**src/rtl/hib_pkg.sv**
```systemverilog
package hib_pkg;

    typedef enum logic [1:0] {
        ST_RUN  = 2'd0,
        ST_HIB  = 2'd1,
        ST_FILT = 2'd2,
        ST_RST  = 2'd3
    } seq_state_e;

endpackage

```
**src/rtl/hib_cfg_regs.sv**
```systemverilog
module hib_cfg_regs #(
    parameter int ADDR_W  = 8,
    parameter int DATA_W  = 32,
    parameter int FLT_LSB = 5,
    parameter int FLT_MSB = 15,
    parameter int RST_LSB = 5,
    parameter int RST_MSB = 11,
    parameter logic [ADDR_W-1:0] HIB_OFS = 8'h20,
    parameter logic [ADDR_W-1:0] FLT_OFS = 8'h24,
    parameter logic [ADDR_W-1:0] RST_OFS = 8'h28
) (
    input  logic              clk,
    input  logic              rst_n,
    input  logic              wr_en,
    input  logic [ADDR_W-1:0] wr_addr,
    input  logic [DATA_W-1:0] wr_data,
    output logic              hib_req,
    output logic [FLT_MSB:0]  flt_ticks,
    output logic [RST_MSB:0]  rst_ticks
);
    localparam int FLT_FW = FLT_MSB - FLT_LSB + 1;
    localparam int RST_FW = RST_MSB - RST_LSB + 1;

    typedef struct packed {
        logic [FLT_FW-1:0] flt;
        logic [RST_FW-1:0] rst;
    } cfg_t;

    cfg_t cfg_d, cfg_q;
    logic unused_bits;

    assign unused_bits = ^wr_data;

    always_comb begin
        cfg_d = cfg_q;
        if (wr_en && wr_addr == FLT_OFS) cfg_d.flt = wr_data[FLT_MSB:FLT_LSB];
        if (wr_en && wr_addr == RST_OFS) cfg_d.rst = wr_data[RST_MSB:RST_LSB];
    end

    always_ff @(posedge clk or negedge rst_n) begin
        if (!rst_n) cfg_q <= '0;
        else        cfg_q <= cfg_d;
    end

    assign hib_req   = wr_en && (wr_addr == HIB_OFS) && wr_data[0];
    assign flt_ticks = {cfg_q.flt, {FLT_LSB{1'b0}}};
    assign rst_ticks = {cfg_q.rst, {RST_LSB{1'b0}}};

    assert_flt_capture_R3: assert property (@(posedge clk) disable iff (!rst_n)
        (wr_en && wr_addr == FLT_OFS) |=> flt_ticks[FLT_MSB:FLT_LSB] == $past(wr_data[FLT_MSB:FLT_LSB]));

    assert_rst_capture_R4: assert property (@(posedge clk) disable iff (!rst_n)
        (wr_en && wr_addr == RST_OFS) |=> rst_ticks[RST_MSB:RST_LSB] == $past(wr_data[RST_MSB:RST_LSB]));

endmodule

```
**src/rtl/hib_pin_sync.sv**
```systemverilog
module hib_pin_sync #(
    parameter int STAGES = 2
) (
    input  logic clk,
    input  logic rst_n,
    input  logic pin_async,
    output logic pin_sync
);
    logic [STAGES-1:0] chain_d, chain_q;

    always_comb begin
        chain_d[0] = pin_async;
        for (int i = 1; i < STAGES; i++) chain_d[i] = chain_q[i-1];
    end

    always_ff @(posedge clk or negedge rst_n) begin
        if (!rst_n) chain_q <= '1;
        else        chain_q <= chain_d;
    end

    assign pin_sync = chain_q[STAGES-1];

    generate
        if (STAGES > 1) begin : g_chk
            assert_sync_delay_R5: assert property (@(posedge clk) disable iff (!rst_n)
                $fell(chain_q[0]) |=> !chain_q[1]);
        end
    endgenerate

endmodule

```
**src/rtl/hib_seq_fsm.sv**
```systemverilog
module hib_seq_fsm
    import hib_pkg::*;
#(
    parameter int FLT_W = 16,
    parameter int RST_W = 12
) (
    input  logic             clk,
    input  logic             rst_n,
    input  logic             tick,
    input  logic             hib_req,
    input  logic             wake_n_sync,
    input  logic [FLT_W-1:0] flt_ticks,
    input  logic [RST_W-1:0] rst_ticks,
    output logic             pwr_en,
    output logic             sys_rst_n
);
    typedef struct packed {
        seq_state_e       st;
        logic [FLT_W-1:0] fcnt;
        logic [RST_W-1:0] rcnt;
    } seq_t;

    seq_t        s_d, s_q;
    logic [RST_W:0] rinc;

    always_comb begin
        s_d  = s_q;
        rinc = {1'b0, s_q.rcnt} + {{RST_W{1'b0}}, 1'b1};
        case (s_q.st)
            ST_RUN: begin
                if (hib_req) begin
                    s_d.st   = ST_HIB;
                    s_d.fcnt = '0;
                end
            end
            ST_HIB: begin
                if (tick && !wake_n_sync) begin
                    s_d.st   = ST_FILT;
                    s_d.fcnt = '0;
                end
            end
            ST_FILT: begin
                if (tick) begin
                    if (wake_n_sync) begin
                        s_d.st   = ST_HIB;
                        s_d.fcnt = '0;
                    end else if (s_q.fcnt >= flt_ticks) begin
                        s_d.st   = ST_RST;
                        s_d.rcnt = '0;
                    end else begin
                        s_d.fcnt = s_q.fcnt + 1'b1;
                    end
                end
            end
            ST_RST: begin
                if (tick) begin
                    if (rinc >= {1'b0, rst_ticks}) s_d.st = ST_RUN;
                    else                           s_d.rcnt = rinc[RST_W-1:0];
                end
            end
            default: s_d.st = ST_RUN;
        endcase
    end

    always_ff @(posedge clk or negedge rst_n) begin
        if (!rst_n) s_q <= '{st: ST_RUN, fcnt: '0, rcnt: '0};
        else        s_q <= s_d;
    end

    assign pwr_en    = (s_q.st == ST_RUN) || (s_q.st == ST_RST);
    assign sys_rst_n = (s_q.st != ST_RST);

    assert_hib_entry_R2: assert property (@(posedge clk) disable iff (!rst_n)
        (hib_req && pwr_en && sys_rst_n) |=> !pwr_en);

    assert_pin_ignored_R8: assert property (@(posedge clk) disable iff (!rst_n)
        (pwr_en && !hib_req) |=> pwr_en);

    assert_reset_powered_R7: assert property (@(posedge clk) disable iff (!rst_n)
        !sys_rst_n |-> pwr_en);

    assert_power_up_in_reset_R7: assert property (@(posedge clk) disable iff (!rst_n)
        $rose(pwr_en) |-> !sys_rst_n);

    assert_no_tick_freeze_R10: assert property (@(posedge clk) disable iff (!rst_n)
        (!tick && s_q.st != ST_RUN) |=> $stable(s_q.st));

    assert_late_hib_ignored_R9: assert property (@(posedge clk) disable iff (!rst_n)
        (hib_req && !sys_rst_n) |=> pwr_en);

endmodule

```
**src/rtl/hib_wake_seq.sv**
```systemverilog
module hib_wake_seq #(
    parameter int ADDR_W      = 8,
    parameter int DATA_W      = 32,
    parameter int FLT_LSB     = 5,
    parameter int FLT_MSB     = 15,
    parameter int RST_LSB     = 5,
    parameter int RST_MSB     = 11,
    parameter int SYNC_STAGES = 2,
    parameter logic [ADDR_W-1:0] HIB_OFS = 8'h20,
    parameter logic [ADDR_W-1:0] FLT_OFS = 8'h24,
    parameter logic [ADDR_W-1:0] RST_OFS = 8'h28
) (
    input  logic              clk,
    input  logic              rst_n,
    input  logic              tick,
    input  logic              wr_en,
    input  logic [ADDR_W-1:0] wr_addr,
    input  logic [DATA_W-1:0] wr_data,
    input  logic              wake_n,
    output logic              pwr_en,
    output logic              sys_rst_n
);
    localparam int FLT_W = FLT_MSB + 1;
    localparam int RST_W = RST_MSB + 1;

    logic             hib_req;
    logic             wake_n_sync;
    logic [FLT_W-1:0] flt_ticks;
    logic [RST_W-1:0] rst_ticks;

    hib_cfg_regs #(
        .ADDR_W(ADDR_W), .DATA_W(DATA_W),
        .FLT_LSB(FLT_LSB), .FLT_MSB(FLT_MSB),
        .RST_LSB(RST_LSB), .RST_MSB(RST_MSB),
        .HIB_OFS(HIB_OFS), .FLT_OFS(FLT_OFS), .RST_OFS(RST_OFS)
    ) u_cfg (
        .clk(clk), .rst_n(rst_n), .wr_en(wr_en), .wr_addr(wr_addr),
        .wr_data(wr_data), .hib_req(hib_req),
        .flt_ticks(flt_ticks), .rst_ticks(rst_ticks)
    );

    hib_pin_sync #(.STAGES(SYNC_STAGES)) u_sync (
        .clk(clk), .rst_n(rst_n), .pin_async(wake_n), .pin_sync(wake_n_sync)
    );

    hib_seq_fsm #(.FLT_W(FLT_W), .RST_W(RST_W)) u_fsm (
        .clk(clk), .rst_n(rst_n), .tick(tick), .hib_req(hib_req),
        .wake_n_sync(wake_n_sync), .flt_ticks(flt_ticks), .rst_ticks(rst_ticks),
        .pwr_en(pwr_en), .sys_rst_n(sys_rst_n)
    );

endmodule

```
**config.mk**
```make
export PLATFORM = sky130hd
export DESIGN_NAME = hib_wake_seq
export DESIGN_NICKNAME = d
export VERILOG_FILES = /design/src/rtl/hib_pkg.sv /design/src/rtl/hib_cfg_regs.sv /design/src/rtl/hib_pin_sync.sv /design/src/rtl/hib_seq_fsm.sv /design/src/rtl/hib_wake_seq.sv
export SDC_FILE = /design/constraint.sdc
export NUM_CORES = 1
export LEC_CHECK = 0
export CORE_ASPECT_RATIO = 2
export CORE_MARGIN = 2
export CORE_UTILIZATION = 56
export DETAILED_ROUTE_END_ITERATION = 6
export PLACE_DENSITY = 0.81
export SETUP_SLACK_MARGIN = 0.15
export SYNTH_ARGS = -nofsm -noshare
export SYNTH_HDL_FRONTEND = slang
export SYNTH_HIERARCHICAL = 1
export SYNTH_SLANG_ARGS = --single-unit
```
**constraint.sdc**
```tcl
create_clock -name clk -period 3.45 [get_ports clk]
set_input_delay 0.69 -clock clk [delete_from_list [all_inputs] [get_ports clk]]
set_output_delay 0.69 -clock clk [all_outputs]
set_load 0.05 [all_outputs]
```
==> results.sh <==
export IMPL_result_of_the_run="finished, final reports clean"
export IMPL_met2_wirelength_um=4520
export IMPL_route_antenna_remaining_nets=0
export IMPL_powerDensity_nw_per_um2=538
export IMPL_dieHeight_um=116
export IMPL_clkLatencyLatePin_ps=280
export IMPL_grt_antenna_before_repair=0
export IMPL_synth_adder_area_share_pct=12.5
export IMPL_dr_first_iter_drc_count=139
export IMPL_cts_clk_slew_worst_paths_ps=70
export IMPL_detail_route_first_pass_iterations=4
export IMPL_hold_violation_total_from_the_final_report=0
export IMPL_timing_critical_path_from_type="flip-flop"
export IMPL_final_setup_skew_ps=4.53
export IMPL_category_of_the_most_critical_setup_path="reg2reg"
export IMPL_synthDominantAreaCellType="dfrtp_1"
export IMPL_clock_fmax_ghz=0.327
export IMPL_leftover_overflow_at_the_end_of_global_routing=0
export IMPL_placement_setup_worst_slack_ps=218
export IMPL_required_arrival_time_at_the_worst_endpoint_ps=3670
export IMPL_power_ir_vdd_worst_v=0.000317
export IMPL_summed_negative_setup_slack_over_all_endpoints_ps=0
export IMPL_synth_avg_cell_area_um2=9.65
export IMPL_routed_via_count=2842
export IMPL_top_layer_used="met4"
export IMPL_grt_pass1_wl_um=13000
export IMPL_die_area_um2=6960
export IMPL_rsz0062_at_grt="false"
export IMPL_synth_most_common_cell="dfrtp_1"
export IMPL_arrival_ps=3280
export IMPL_synth_warnings=6
export IMPL_synth_sequential_area_ratio_pct=35.7
export IMPL_postSynth_asyncResetShare_pct=100
export IMPL_dominant_combinational_cell_family_by_area_after_synthesis="simple AND/OR/NAND/NOR gates"
export IMPL_critPathCaptureType="flip-flop"
export IMPL_synth_ff_latch_count=50
export IMPL_nets=472
export IMPL_synthXorXnorAreaFrac_pct=3.49
export IMPL_wl_met1_um=2830
export IMPL_critical_path_peak_fanout=12
export IMPL_route_met3_wl_um=234
export IMPL_synth_edf_count=0
export IMPL_synth_cells_most_frequent="dfrtp_1 (48), inv_1 (38), ha_1 (35)"
export IMPL_cts_tree="yes"
export IMPL_gp_congestion=0.879
export IMPL_ios=47
export IMPL_min_path_type="reg2reg"
export IMPL_post_cts_setup_buffer_count=0
export IMPL_post_drt_wl_per_cell_um=16.5
export IMPL_grt_start_max_net_pins=42
export IMPL_synth_simple_area_share_pct=16.9
export IMPL_tightestPinTransition_ps=907
export IMPL_synth_cell_type_count=59
export IMPL_core_region_area_um2=6060
export IMPL_setup_violations=0
export IMPL_gr_usage_all_layers_pct=24.3
export IMPL_total_power_mw=2.13
export IMPL_synth_compound_gate_area_share_pct=16.4
export IMPL_clock_sinks=50
export IMPL_fraction_of_layout_instances_using_a_drive_strength_above_1_pct=12.7
export IMPL_die_width_um=60
export IMPL_maxSlewHeadroom_pct=39.5
export IMPL_initial_core_util_pct=58.0
export IMPL_postSynth_topFlopCell="dfrtp_1"
export IMPL_cts_made_buffers=5
export IMPL_post_synth_main_area_contributors="dfrtp_1 (34%), ha_1 (12%), mux2_4 (4.3%)"
export IMPL_report_final_slew_viol_count=0
export IMPL_yosys_mux_area_fraction_pct=7.13
export IMPL_layout_filler_cells=488
export IMPL_post_synth_top_area_fraction_pct=34.2
export IMPL_num_rows=40
export IMPL_postLayoutSetupSlackWorst_ps=389
export IMPL_detail_route_vias_per_cell=5.96
export IMPL_maxCapViolations=0
export IMPL_areaGrowthSynthToFinish_pct=12.9
export IMPL_cts_root_buffer_cell="clkbuf_16"
export IMPL_post_synthesis_instance_total=364
export IMPL_synthesis_area_um2=3510
export IMPL_layout_min_cycle_time_ps=3060
export IMPL_first_global_vias=2918
export IMPL_htree_num_levels=2
export IMPL_min_period_over_period_pct=88.7
export IMPL_route_final_wire_length_um=7870
export IMPL_cts_max_path_buffers=2
export IMPL_io_buffer_count=26
export IMPL_drc=0
export IMPL_dp_final_hpwl_um=6160
export IMPL_leakage_power_figure_nw=1.80
export IMPL_diodes=0
## final timing paths
check | from | slack [ps] | cells past startpoint | to
worst max-delay path | u_fsm/s_q[1] | 390 | 10 | u_fsm/s_q[5]
worst min-delay path | u_sync/chain_q[0] | 360 | 0 | u_sync/chain_q[1]
worst max register to register | u_fsm/s_q[1] | 390 | 10 | u_fsm/s_q[5]
worst min register to register | u_sync/chain_q[0] | 360 | 0 | u_sync/chain_q[1]
max in group asynchronous | rst_n | 2140 | 2 | u_sync/chain_q[0]
min in group asynchronous | rst_n | 530 | 1 | u_cfg/rst_ticks[8]
## area by class of cell
type	instances	area, µm²	area share, %
Timing Repair Buffer	31	293	7.38
Tap cell	84	105	2.65
Clock inverter	1	5.00	0.126
Clock buffer	7	143	3.60
Sequential cell	50	1250	31.6
Inverter	39	146	3.69
Multi-Input combinational cell	265	2020	50.9
## through the flow
stage / cells / instance area (µm²) / utilization, % / hold slack (ps)
floorplan: 373 / 3550 / - / 345
global placement: 469 / 3810 / 63.0 / 347
detailed placement: 469 / 3810 / 63.0 / 348
CTS: 477 / 3960 / 65.4 / 356
global route: 477 / 3970 / 65.5 / 354
finish: 477 / 3970 / 65.5 / 355
## power breakdown
part	switching (mW)	internal [mW]
Sequential	0.0681	0.644
Clock	0.205	0.288
Combinational	0.577	0.353
Total	0.850	1.28
## state kept, by name (all words and copies together), names as in the netlist
register         count
u_fsm/s_q           30
u_cfg/flt_ticks     11
u_cfg/rst_ticks      7
u_sync/chain_q       2
## worst max-delay path, cell delays in order (launching register included)
cell and delay, ps:
dfrtp_1 450, ha_1 280, nand3_1 260, xnor2_1 210, ha_1 330, o211a_1 150, o31ai_1 60, a311o_1 460
and2_4 230, o21ai_1 380, a32o_1 200
## layout by cell type, fill, tap and decap left out, types with 5 or more instances in the layout
cell type         n
clkbuf_16         5
a32o_1            5
a21oi_1          24
clkdlybuf4s50_1  25
buf_4             5
mux2_4           10
mux2_2            8
nor3_1            6
or3_1             7
nand3_1          14
a31oi_1           8
inv_1            38
o31ai_1           5
xnor2_1          10
conb_1           10
nand2_1          25
nor2_1           16
nand4_1           9
dfrtp_1          47
ha_1             35
o21ai_0          12
## cell families after synthesis
logic type,Yosys count
multiplexers,19
XOR/XNOR,14
AND/OR/NAND/NOR,104
buffers and inverters,58
adder cells (fa/ha/maj),35
flip-flops,50
other,1
AO/OA/AOI/OAI,83
## repair_timing
action / 4_1_cts / 5_1_grt
hold buffers: 0 / 0
setup endpoints to repair: 0 / 7
gates resized for setup: 0 / 2
## per-layer routing
layer,up-vias,GRT usage [%]
met5,-,0
met4,0,11.4
met3,23,2.90
met2,70,47.2
met1,1400,23.9
li1,1349,-
Power figures use the tool's default switching activity.
